==> config.mk <==
export PLATFORM = sky130hd
export DESIGN_NAME = bcd_calendar
export DESIGN_NICKNAME = d
export VERILOG_FILES = /design/src/rtl/cal_pkg.sv /design/src/rtl/cal_prescaler.sv /design/src/rtl/cal_advance.sv /design/src/rtl/cal_regs.sv /design/src/rtl/cal_readmux.sv /design/src/rtl/bcd_calendar.sv
export SDC_FILE = /design/constraint.sdc
export NUM_CORES = 1
export LEC_CHECK = 0
export ABC_AREA = 1
export BUFFER_PORTS_ARGS = -buffer_cell sky130_fd_sc_hd__buf_2
export CAP_MARGIN = 40
export CORE_MARGIN = 2
export CORE_UTILIZATION = 40
export CTS_BUF_LIST = sky130_fd_sc_hd__clkbuf_16
export DETAILED_ROUTE_END_ITERATION = 6
export SYNTH_ARGS = -nofsm -noshare
export SYNTH_HDL_FRONTEND = slang
export SYNTH_SLANG_ARGS = --single-unit
export TNS_END_PERCENT = 50
==> constraint.sdc <==
create_clock -name clk -period 3.9 [get_ports clk]
set_input_delay 0.78 -clock clk [delete_from_list [all_inputs] [get_ports clk]]
set_output_delay 0.78 -clock clk [all_outputs]
set_load 0.01 [all_outputs]
==> src/rtl/cal_pkg.sv <==
`timescale 1ns/1ps
package cal_pkg;

  typedef struct packed {
    logic [7:0] sec;
    logic [7:0] min;
    logic [7:0] hour;
    logic [7:0] day;
    logic [7:0] wday;
    logic [7:0] mon;
    logic [7:0] year;
    logic       cent;
  } cal_t;

  localparam logic [2:0] A_SEC  = 3'd0;
  localparam logic [2:0] A_MIN  = 3'd1;
  localparam logic [2:0] A_HOUR = 3'd2;
  localparam logic [2:0] A_DAY  = 3'd3;
  localparam logic [2:0] A_WDAY = 3'd4;
  localparam logic [2:0] A_MON  = 3'd5;
  localparam logic [2:0] A_YEAR = 3'd6;
  localparam logic [2:0] A_CTL  = 3'd7;

  // Add one to a two-digit packed BCD value; 99 rolls to 00.
  function automatic logic [7:0] bcd_step(input logic [7:0] v);
    logic [7:0] r;
    if (v[3:0] >= 4'd9) begin
      r[3:0] = 4'd0;
      r[7:4] = (v[7:4] >= 4'd9) ? 4'd0 : v[7:4] + 4'd1;
    end else begin
      r = {v[7:4], v[3:0] + 4'd1};
    end
    return r;
  endfunction

  // Value 10*t+u is divisible by 4 when (2*t+u) mod 4 is zero.
  function automatic logic leap_year(input logic [7:0] y);
    logic [1:0] s;
    s = {y[4], 1'b0} + y[1:0];
    return (s == 2'd0);
  endfunction

  function automatic logic [7:0] month_len(input logic [7:0] m, input logic [7:0] y);
    logic [7:0] r;
    case (m)
      8'h02:                      r = leap_year(y) ? 8'h29 : 8'h28;
      8'h04, 8'h06, 8'h09, 8'h11: r = 8'h30;
      default:                    r = 8'h31;
    endcase
    return r;
  endfunction

endpackage

==> src/rtl/cal_prescaler.sv <==
`timescale 1ns/1ps
module cal_prescaler #(
  parameter int DIV_COUNT = 32768
) (
  input  logic clk,
  input  logic rst,
  input  logic osc_en,
  input  logic clear,
  output logic tick
);
  localparam int CNT_W = (DIV_COUNT > 2) ? $clog2(DIV_COUNT) : 1;
  localparam logic [CNT_W-1:0] LAST = CNT_W'(DIV_COUNT - 1);

  logic [CNT_W-1:0] cnt_q;

  assign tick = osc_en && !clear && (cnt_q == LAST);

  always_ff @(posedge clk) begin
    if (rst || clear) begin
      cnt_q <= '0;
    end else if (osc_en) begin
      cnt_q <= tick ? '0 : cnt_q + 1'b1;
    end
  end
endmodule

==> src/rtl/cal_advance.sv <==
`timescale 1ns/1ps
module cal_advance
  import cal_pkg::*;
(
  input  cal_t cur,
  output cal_t nxt
);
  logic       c_sec, c_min, c_hour, c_day, c_mon, c_year;
  logic [7:0] last_day;

  always_comb begin
    last_day = month_len(cur.mon, cur.year);
    c_sec    = cur.sec >= 8'h59;
    c_min    = c_sec  && (cur.min  >= 8'h59);
    c_hour   = c_min  && (cur.hour >= 8'h23);
    c_day    = c_hour && (cur.day  >= last_day);
    c_mon    = c_day  && (cur.mon  >= 8'h12);
    c_year   = c_mon  && (cur.year >= 8'h99);

    nxt      = cur;
    nxt.sec  = c_sec ? 8'h00 : bcd_step(cur.sec);
    if (c_sec)  nxt.min  = c_min  ? 8'h00 : bcd_step(cur.min);
    if (c_min)  nxt.hour = c_hour ? 8'h00 : bcd_step(cur.hour);
    if (c_hour) begin
      nxt.day  = c_day ? 8'h01 : bcd_step(cur.day);
      nxt.wday = (cur.wday >= 8'd6) ? 8'd0 : cur.wday + 8'd1;
    end
    if (c_day)  nxt.mon  = c_mon ? 8'h01 : bcd_step(cur.mon);
    if (c_mon)  nxt.year = bcd_step(cur.year);
    if (c_year) nxt.cent = ~cur.cent;
  end
endmodule

==> src/rtl/cal_regs.sv <==
`timescale 1ns/1ps
module cal_regs
  import cal_pkg::*;
(
  input  logic       clk,
  input  logic       rst,
  input  logic       tick,
  input  logic       lock,
  input  logic       low_volt,
  input  logic       wr_en,
  input  logic [2:0] wr_addr,
  input  logic [7:0] wr_data,
  input  cal_t       nxt,
  output cal_t       st,
  output logic       vl_q,
  output logic       stop_q,
  output logic       time_wr
);
  logic pend_q;
  logic adv;

  assign time_wr = wr_en && (wr_addr != A_CTL);
  assign adv     = !time_wr && !stop_q && !lock && (tick || pend_q);

  always_ff @(posedge clk) begin
    if (rst) begin
      st     <= '0;
      stop_q <= 1'b0;
      pend_q <= 1'b0;
    end else begin
      if (time_wr || stop_q) pend_q <= 1'b0;
      else if (lock)         pend_q <= pend_q | tick;
      else                   pend_q <= pend_q & tick;

      if (adv) st <= nxt;

      if (wr_en) begin
        case (wr_addr)
          A_SEC:  st.sec  <= {1'b0, wr_data[6:0]};
          A_MIN:  st.min  <= {1'b0, wr_data[6:0]};
          A_HOUR: st.hour <= {2'b0, wr_data[5:0]};
          A_DAY:  st.day  <= {2'b0, wr_data[5:0]};
          A_WDAY: st.wday <= {5'b0, wr_data[2:0]};
          A_MON: begin
            st.mon  <= {3'b0, wr_data[4:0]};
            st.cent <= wr_data[7];
          end
          A_YEAR: st.year <= wr_data;
          A_CTL:  stop_q  <= wr_data[0];
        endcase
      end
    end
  end

  always_ff @(posedge clk) begin
    if (rst)                               vl_q <= 1'b1;
    else if (low_volt)                     vl_q <= 1'b1;
    else if (wr_en && (wr_addr == A_SEC))  vl_q <= wr_data[7];
  end
endmodule

==> src/rtl/cal_readmux.sv <==
`timescale 1ns/1ps
module cal_readmux
  import cal_pkg::*;
(
  input  logic       clk,
  input  logic       rst,
  input  cal_t       st,
  input  logic       vl_q,
  input  logic       stop_q,
  input  logic [2:0] rd_addr,
  output logic [7:0] rd_data
);
  always_ff @(posedge clk) begin
    if (rst) begin
      rd_data <= 8'h00;
    end else begin
      case (rd_addr)
        A_SEC:  rd_data <= st.sec | {vl_q, 7'b0};
        A_MIN:  rd_data <= st.min;
        A_HOUR: rd_data <= st.hour;
        A_DAY:  rd_data <= st.day;
        A_WDAY: rd_data <= st.wday;
        A_MON:  rd_data <= st.mon | {st.cent, 7'b0};
        A_YEAR: rd_data <= st.year;
        A_CTL:  rd_data <= {7'b0, stop_q};
      endcase
    end
  end
endmodule

==> src/rtl/bcd_calendar.sv <==
`timescale 1ns/1ps
module bcd_calendar
  import cal_pkg::*;
#(
  parameter int DIV_COUNT = 32768
) (
  input  logic       clk,
  input  logic       rst,
  input  logic       osc_en,
  input  logic       low_volt,
  input  logic       wr_en,
  input  logic [2:0] wr_addr,
  input  logic [7:0] wr_data,
  input  logic       rd_lock,
  input  logic [2:0] rd_addr,
  output logic [7:0] rd_data
);
  cal_t cal_st;
  cal_t cal_nxt;
  logic vl_q;
  logic stop_q;
  logic time_wr;
  logic sec_tick;

  cal_prescaler #(.DIV_COUNT(DIV_COUNT)) u_pre (
    .clk    (clk),
    .rst    (rst),
    .osc_en (osc_en),
    .clear  (time_wr || stop_q),
    .tick   (sec_tick)
  );

  cal_advance u_adv (
    .cur (cal_st),
    .nxt (cal_nxt)
  );

  cal_regs u_regs (
    .clk      (clk),
    .rst      (rst),
    .tick     (sec_tick),
    .lock     (rd_lock),
    .low_volt (low_volt),
    .wr_en    (wr_en),
    .wr_addr  (wr_addr),
    .wr_data  (wr_data),
    .nxt      (cal_nxt),
    .st       (cal_st),
    .vl_q     (vl_q),
    .stop_q   (stop_q),
    .time_wr  (time_wr)
  );

  cal_readmux u_rd (
    .clk     (clk),
    .rst     (rst),
    .st      (cal_st),
    .vl_q    (vl_q),
    .stop_q  (stop_q),
    .rd_addr (rd_addr),
    .rd_data (rd_data)
  );
endmodule

=== After elaboration in Yosys (flattened, before gate mapping) ===
Cells that the tools add are included.

* $add $sub $neg: 15
* Multipliers: 0
* Div/mod/pow operators: 0
* Magnitude comparators: 19
* Equal/unequal tests: 21
* Shift-type cells: 0
* Multiplexer cells: 39
* Bitwise operators: 5
* Reduce and logical (&&, ||, !) cells: 26

{| class="wikitable"
|+ Operator list
! kind !! number
|-
| $mux W8 || 23
|-
| $mux W57 || 2
|-
| $pmux W8 S8 || 1
|-
| $add A4 B1 Y4 const B || 12
|-
| $ge A4 B4 Y1 const B || 12
|-
| $eq A3 B3 Y1 const B || 8
|-
| $mux W4 || 6
|-
| $eq A8 B3 Y1 const B || 2
|-
| $ge A8 B7 Y1 const B || 2
|-
| $mux W16 || 1
|-
| $or A8 B8 Y8 || 2
|-
| $pmux W8 S2 || 1
|-
| $add A15 B1 Y15 const B || 1
|-
| $eq A15 B15 Y1 const B || 1
|-
| $mux W15 || 1
|-
| $eq A3 B2 Y1 const B || 4
|-
| $logic_and A1 B1 Y1 || 12
|-
| $add A8 B1 Y8 const B || 1
|-
| $eq A8 B2 Y1 const B || 1
|-
| $eq A8 B4 Y1 const B || 1
|-
| $eq A8 B5 Y1 const B || 1
|-
| $ge A8 B3 Y1 const B || 1
|-
| $ge A8 B5 Y1 const B || 1
|-
| $ge A8 B6 Y1 const B || 1
|-
| other kinds (16) || 27
|}

* Bits in registers: 83
* Latch bits: 0
* Bits in writable memories: 0
* ROM bits: 0
* Bits of input ports: 20
* Output and inout port bits: 8
* Word-level logic and storage cells: 138
* Memories: 0

=== Longest topological paths before layout ===
* Depth after elaboration: 12
* Mapped depth: 21
* Depth with buffers taken out: 21

=== By module ===
Synthesis repeated with hierarchy kept, for this count alone.

* Cells, all modules: 1,132
* Area total of the unflattened synthesis: 6,966.7 sq um

{| class="wikitable"
|+ Modules (own cells, without submodules)
! module !! times used !! cells each !! area an instance (sq um) !! sequential area each (sq um)
|-
| cal_regs || 1 || 488 || 3,204.3 || 1,201.2
|-
| cal_advance || 1 || 387 || 2,164.6 || 0.0
|-
| cal_prescaler || 1 || 121 || 840.8 || 300.3
|-
| cal_readmux || 1 || 133 || 745.7 || 160.2
|-
| bcd_calendar || 1 || 3 || 11.3 || 0.0
|}

=== Least setup slack after synthesis ===
OpenSTA, ideal clock, no wires.

* Path type: flip-flop to flip-flop
* Start: register u_regs.st[9] (netlist name)
* End: register u_regs.st[10] (netlist name)
* Setup time: 0.070 ns
* Arrival: 2.399 ns
* Data required time: 3.830 ns
* Path slack: 1.431 ns
* Stages on the path, launching flop included: 20
* Path buffers: 0
* Clock period less this slack: 2.469 ns
* Cell sequence: dfxtp_1 inv_1 ha_1 o21ai_0 o21ai_0 a32oi_1 nand2_1 o21ai_0 ha_1 nand2_1 nor2_1 nand2_1 nand2_1 nor2_4 inv_2 nand3_4 nand2_1 nor2_1 nand2_1 a21oi_1

* Cells in the longest elaborated chain, start to end: 11
* Elaborated cells on any way between the ends: 19
* Classes of those cells: add/sub: 1; order compare: 3; eq/ne: 5; mux: 7; reduce/logical: 3

{| class="wikitable"
|+ Ends and longest elaborated chain
! what !! line !! text
|-
| $eq A8 B3 Y1, or another cell as far along || cal_pkg.sv:45 || <nowiki>case (m)</nowiki>
|-
| $reduce_or A4 Y1 || cal_pkg.sv:45 ||
|-
| $pmux W8 S2 || cal_pkg.sv:45 ||
|-
| $ge A8 B8 Y1 || cal_advance.sv:16 || <nowiki>c_day = c_hour && (cur.day >= last_day);</nowiki>
|-
| $logic_and A1 B1 Y1 || cal_advance.sv:16 ||
|-
| $logic_and A1 B1 Y1 || cal_advance.sv:17 || <nowiki>c_mon = c_day && (cur.mon >= 8'h12);</nowiki>
|-
| $mux W8 || cal_advance.sv:28 || <nowiki>if (c_day) nxt.mon = c_mon ? 8'h01 : bcd_step(cur.mon);</nowiki>
|-
| $mux W8 * || cal_advance.sv:28 ||
|-
| $mux W57 * || cal_regs.sv:35 || <nowiki>if (adv) st <= nxt;</nowiki>
|-
| $mux W8 || cal_regs.sv:38 || <nowiki>case (wr_addr)</nowiki>
|-
| $mux W57 * || cal_regs.sv:37 || <nowiki>if (wr_en) begin</nowiki>
|}

Every way passes the cells marked *; elsewhere a longest branch is shown, timed or not.
A chain may end at the register's enable or synchronous reset.

=== Worst setup path in the final report ===
* Start: register u_regs.st[9] (netlist name)
* End: register u_regs.st[10] (netlist name)

* Cells in the longest elaborated chain, start to end: 11
* Elaborated cells on any way between the ends: 19
* Classes of those cells: add/sub: 1; order compare: 3; eq/ne: 5; mux: 7; reduce/logical: 3

{| class="wikitable"
|+ Ends and longest elaborated chain
! what !! line
|-
| $eq A8 B3 Y1, or another cell as far along || cal_pkg.sv:45
|-
| $reduce_or A4 Y1 || cal_pkg.sv:45
|-
| $pmux W8 S2 || cal_pkg.sv:45
|-
| $ge A8 B8 Y1 || cal_advance.sv:16
|-
| $logic_and A1 B1 Y1 || cal_advance.sv:16
|-
| $logic_and A1 B1 Y1 || cal_advance.sv:17
|-
| $mux W8 || cal_advance.sv:28
|-
| $mux W8 * || cal_advance.sv:28
|-
| $mux W57 * || cal_regs.sv:35
|-
| $mux W8 || cal_regs.sv:38
|-
| $mux W57 * || cal_regs.sv:37
|}

Marks and branches as above.

==> impl_results.md <==
- Number of slew-limit violations in the final report: 0
- Peak per-stage delay on the critical path: 0.42 ns
- Avg Synthesized Cell Area: 6.59 um^2
- Average wire length per cell after detail routing: 15.3 um
- Area growth syn-to-layout: 10.6%
- Cell area after placement: 6270 um^2
- Internal reg-to-reg setup slack: 1.03 ns
- Antenna-violating nets left: 0
- Run status: complete, no violations
- Setup bufs post-CTS: 0
- Share of the clock period used by the worst path: 0.737
- Element type at the critical path start: register
- Reported max-cap violation count: 0
- Total of warnings raised by yosys: 0
- Crit Path Class: register to register
- Total Routing Usage GR: 0.217
- Number of antenna violations at the first check in global routing: 1
- Post-Route Setup TNS: 0 ns
- Cells after synthesis: 905
- First-pass GRT wire length: 27300 um
- Buffer type at the clock tree root: sky130_fd_sc_hd__clkbuf_16
- Top cells by count, synth: sky130_fd_sc_hd__nand2_1, sky130_fd_sc_hd__inv_1, sky130_fd_sc_hd__o21ai_0, sky130_fd_sc_hd__dfxtp_1, sky130_fd_sc_hd__nor2_1
- Worst rel slew slack: 0.482
- Bufs on Longest Clock Path: 2
- CTS tree: built
- Min-Delay Path Class: register to register
- Cell with the largest stage delay on the worst path: sky130_fd_sc_hd__dfxtp_1
- Sequential cell area fraction in the yosys report: 0.279
- Clock-pin slew of the registers on the worst-case setup and hold paths: 0.07 ns
- Post-synthesis cell type with the largest combined area: sky130_fd_sc_hd__dfxtp_1
- Number of cells traversed by the worst register-to-register path: 19
- Routability Congestion: 0.925
- Number of enable-type register cells in the synthesized netlist: 0
- Maximum vdd ir drop: 0.361 mV
- Most used flip-flop cell after synthesis: sky130_fd_sc_hd__dfxtp_1
- Final setup violating endpoints: 0
- Residual overflow from global routing: 0
- Crit path time final: 2.87 ns
- Vias after detailed routing: 5789
- Vias in the first global route: 5161
- Fraction of final layout cells with drive strength greater than 1: 0.0870
- Crit-path leading delay family: simple AND/OR/NAND/NOR gates
- Setup Skew: 0.00910 ns
- Core region area: 14500 um^2
- Arrival time at the worst endpoint: 3.16 ns
- Most used standard cell by instance count after synthesis: sky130_fd_sc_hd__nand2_1
- Proportion of register bits with asynchronous set or reset after synthesis: 0
- Iter 0 DRT Violations: 444
- Synthesized area: 5960 um^2
- Hold path startpoint: u_regs.st[22]
- Maximum fanout count along the critical path: 10
- Wire length after detailed routing: 17100 um
- Area contributors post-synth: sky130_fd_sc_hd__dfxtp_1, sky130_fd_sc_hd__nand2_1, sky130_fd_sc_hd__inv_1, sky130_fd_sc_hd__ha_1, sky130_fd_sc_hd__o21ai_0
- Latest clock arrival within the worst-skew pair: 0.35 ns
- Endpoint kind of the worst setup timing path: register
- Final layout net count: 991
- Unrepaired setup endpoints after global routing: no
- Slew of the pin with the lowest slew margin: 0.771 ns
- Most frequent cell on the critical path: sky130_fd_sc_hd__nand2_1
- Area enclosed by the die boundary: 15900 um^2
- Starting density of the core: 0.410
- Via density per instance: 5.19
- Number of core rows: 44
- Pleak: 3.13 nW
- Endpoint required time on the critical path: 4.18 ns
- Power density relative to cell area: 310 nW/um^2
- Maximum number of pins on one net before global-route repair: 36
- Timing-limited maximum frequency: 0.348 GHz
- Layout Cell Area excl Fill: 6590 um^2
- Detailed-placement wirelength estimate: 12600 um
- Endpoint of the most critical register-to-register path: u_regs.st[10]
- Port Buffers: 27
- Detailed-router iteration count before antenna repair: 5
- Count of final hold-check violations: 0
- Worst min-delay path endpoint: u_regs.st[22]
- Number of placed I/O pins: 28
- Reg-to-reg startpoint: u_regs.st[9]
- Flops & latches, synth: 83
- Die width: 126 um
- Top cell type's share of synthesized area: 0.279
- Worst hold margin: 0.463 ns
- CTS Buf Count: 9
- Mapped Nets: 970
- Ordered list of cells on the worst path: inv_1 -> ha_1 -> o21ai_0 -> o21ai_0 -> a32oi_1 -> nand2_1 -> o21ai_0 -> ha_1 -> nand2_1 -> nor2_1 -> nand2_1 -> nand2_1 -> nor2_4 -> inv_2 -> nand3_4 -> nand2_1 -> nor2_1 -> nand2_1 -> a21oi_1
- Number of distinct standard cells referenced by the synthesized netlist: 48
- Worst hold path stage count: 2
- Clock sinks: 83
- Cts-stage hold buffer count: 0
- Sum of buffers and inverters on the critical path: 2
- H-Tree Level Count: 3
- Post-CTS sizing: 0
- DRC violation count after routing: 0
- Die span in y: 126 um
## cell type report
type / count / area, um^2
sequential: 83 / 1660
multi-input combinational: 643 / 3600
tap: 184 / 230
fill: 1564 / 7940
clock inverter: 7 / 98.8
antenna: 1 / 2.50
inverter: 158 / 593
clock buffer: 9 / 225
timing repair buffer: 31 / 185
## placed cells by master, fill, tap and decap left out, drive strengths merged, types with 15 or more instances in the layout
cell   synthesis  final
a21oi         56     56
nand2        187    187
dfxtp         83     83
o21ai         87     87
nor3          16     16
nand3         72     72
nor2          86     86
buf            8     31
ha            45     45
inv          157    159
xor2          15     15
## flip-flops by register name, indices dropped and copies added, names as in the netlist
signal         flops
u_regs.st         57
u_pre.cnt_q       15
u_rd.rd_data       8
u_regs.pend_q      1
u_regs.stop_q      1
u_regs.vl_q        1
## worst reg2reg max path: cells and delay by family (launching register included)
kind	cells	cell delay [ns]
buffers and inverters	2	0.24
DFF	1	0.42
adders and majority gates	2	0.50
AOI/OAI and AO/OA	5	0.64
and+or+nand+nor	10	1.02
## worst max-delay path by stage
stage	start	endpoint	slack, ns	depth (start not counted)
2_1_floorplan	u_regs.st[9]	u_regs.st[10]	1.43	19
3_3_place_gp	u_regs.st[9]	u_regs.st[10]	1.16	19
3_5_place_dp	u_regs.st[9]	u_regs.st[10]	1.05	19
4_1_cts	u_regs.st[9]	u_regs.st[10]	1.03	19
5_1_grt	u_regs.st[9]	u_regs.st[10]	0.65	19
6_report	u_regs.st[9]	u_regs.st[10]	1.03	19
## layer usage
layer	GRT usage	part of all wire
met4	0.0808	0.026
met1	0.300	0.49
met3	0.0374	0.043
met2	0.338	0.44
met5	0	0
## stage by stage
step | instances | power [mW] | worst slack [ns] | utilization
6_report | 1116 | 2.05 | 1.03 | 0.454
3_3_place_gp | 1098 | 1.11 | 1.16 | 0.429
2_1_floorplan | 905 | 1.04 | 1.43 | -
5_1_grt | 1115 | 2.13 | 0.646 | 0.453
3_5_place_dp | 1099 | 1.11 | 1.05 | 0.431
4_1_cts | 1115 | 2.06 | 1.03 | 0.453
## power by group
part	leakage (nW)	internal (mW)	switching, mW
logic	2.30	0.0694	0.137
clock network	0.156	0.566	0.383
registers	0.672	0.866	0.0251
## logic make-up (layout without fill, tap and decap cells)
| logic type | after synthesis | after routing | share of synthesized area |
|---|---|---|---|
| buffers and inverters | 179 | 205 | 0.118 |
| AOI/OAI and AO/OA | 195 | 195 | 0.184 |
| and+or+nand+nor | 385 | 385 | 0.298 |
| DFF | 83 | 83 | 0.279 |
| adders and majority gates | 45 | 45 | 0.0945 |
| other | 0 | 1 | 0 |
| xor gates and xnor gates | 18 | 18 | 0.0265 |
Power figures use the tool's default switching activity.
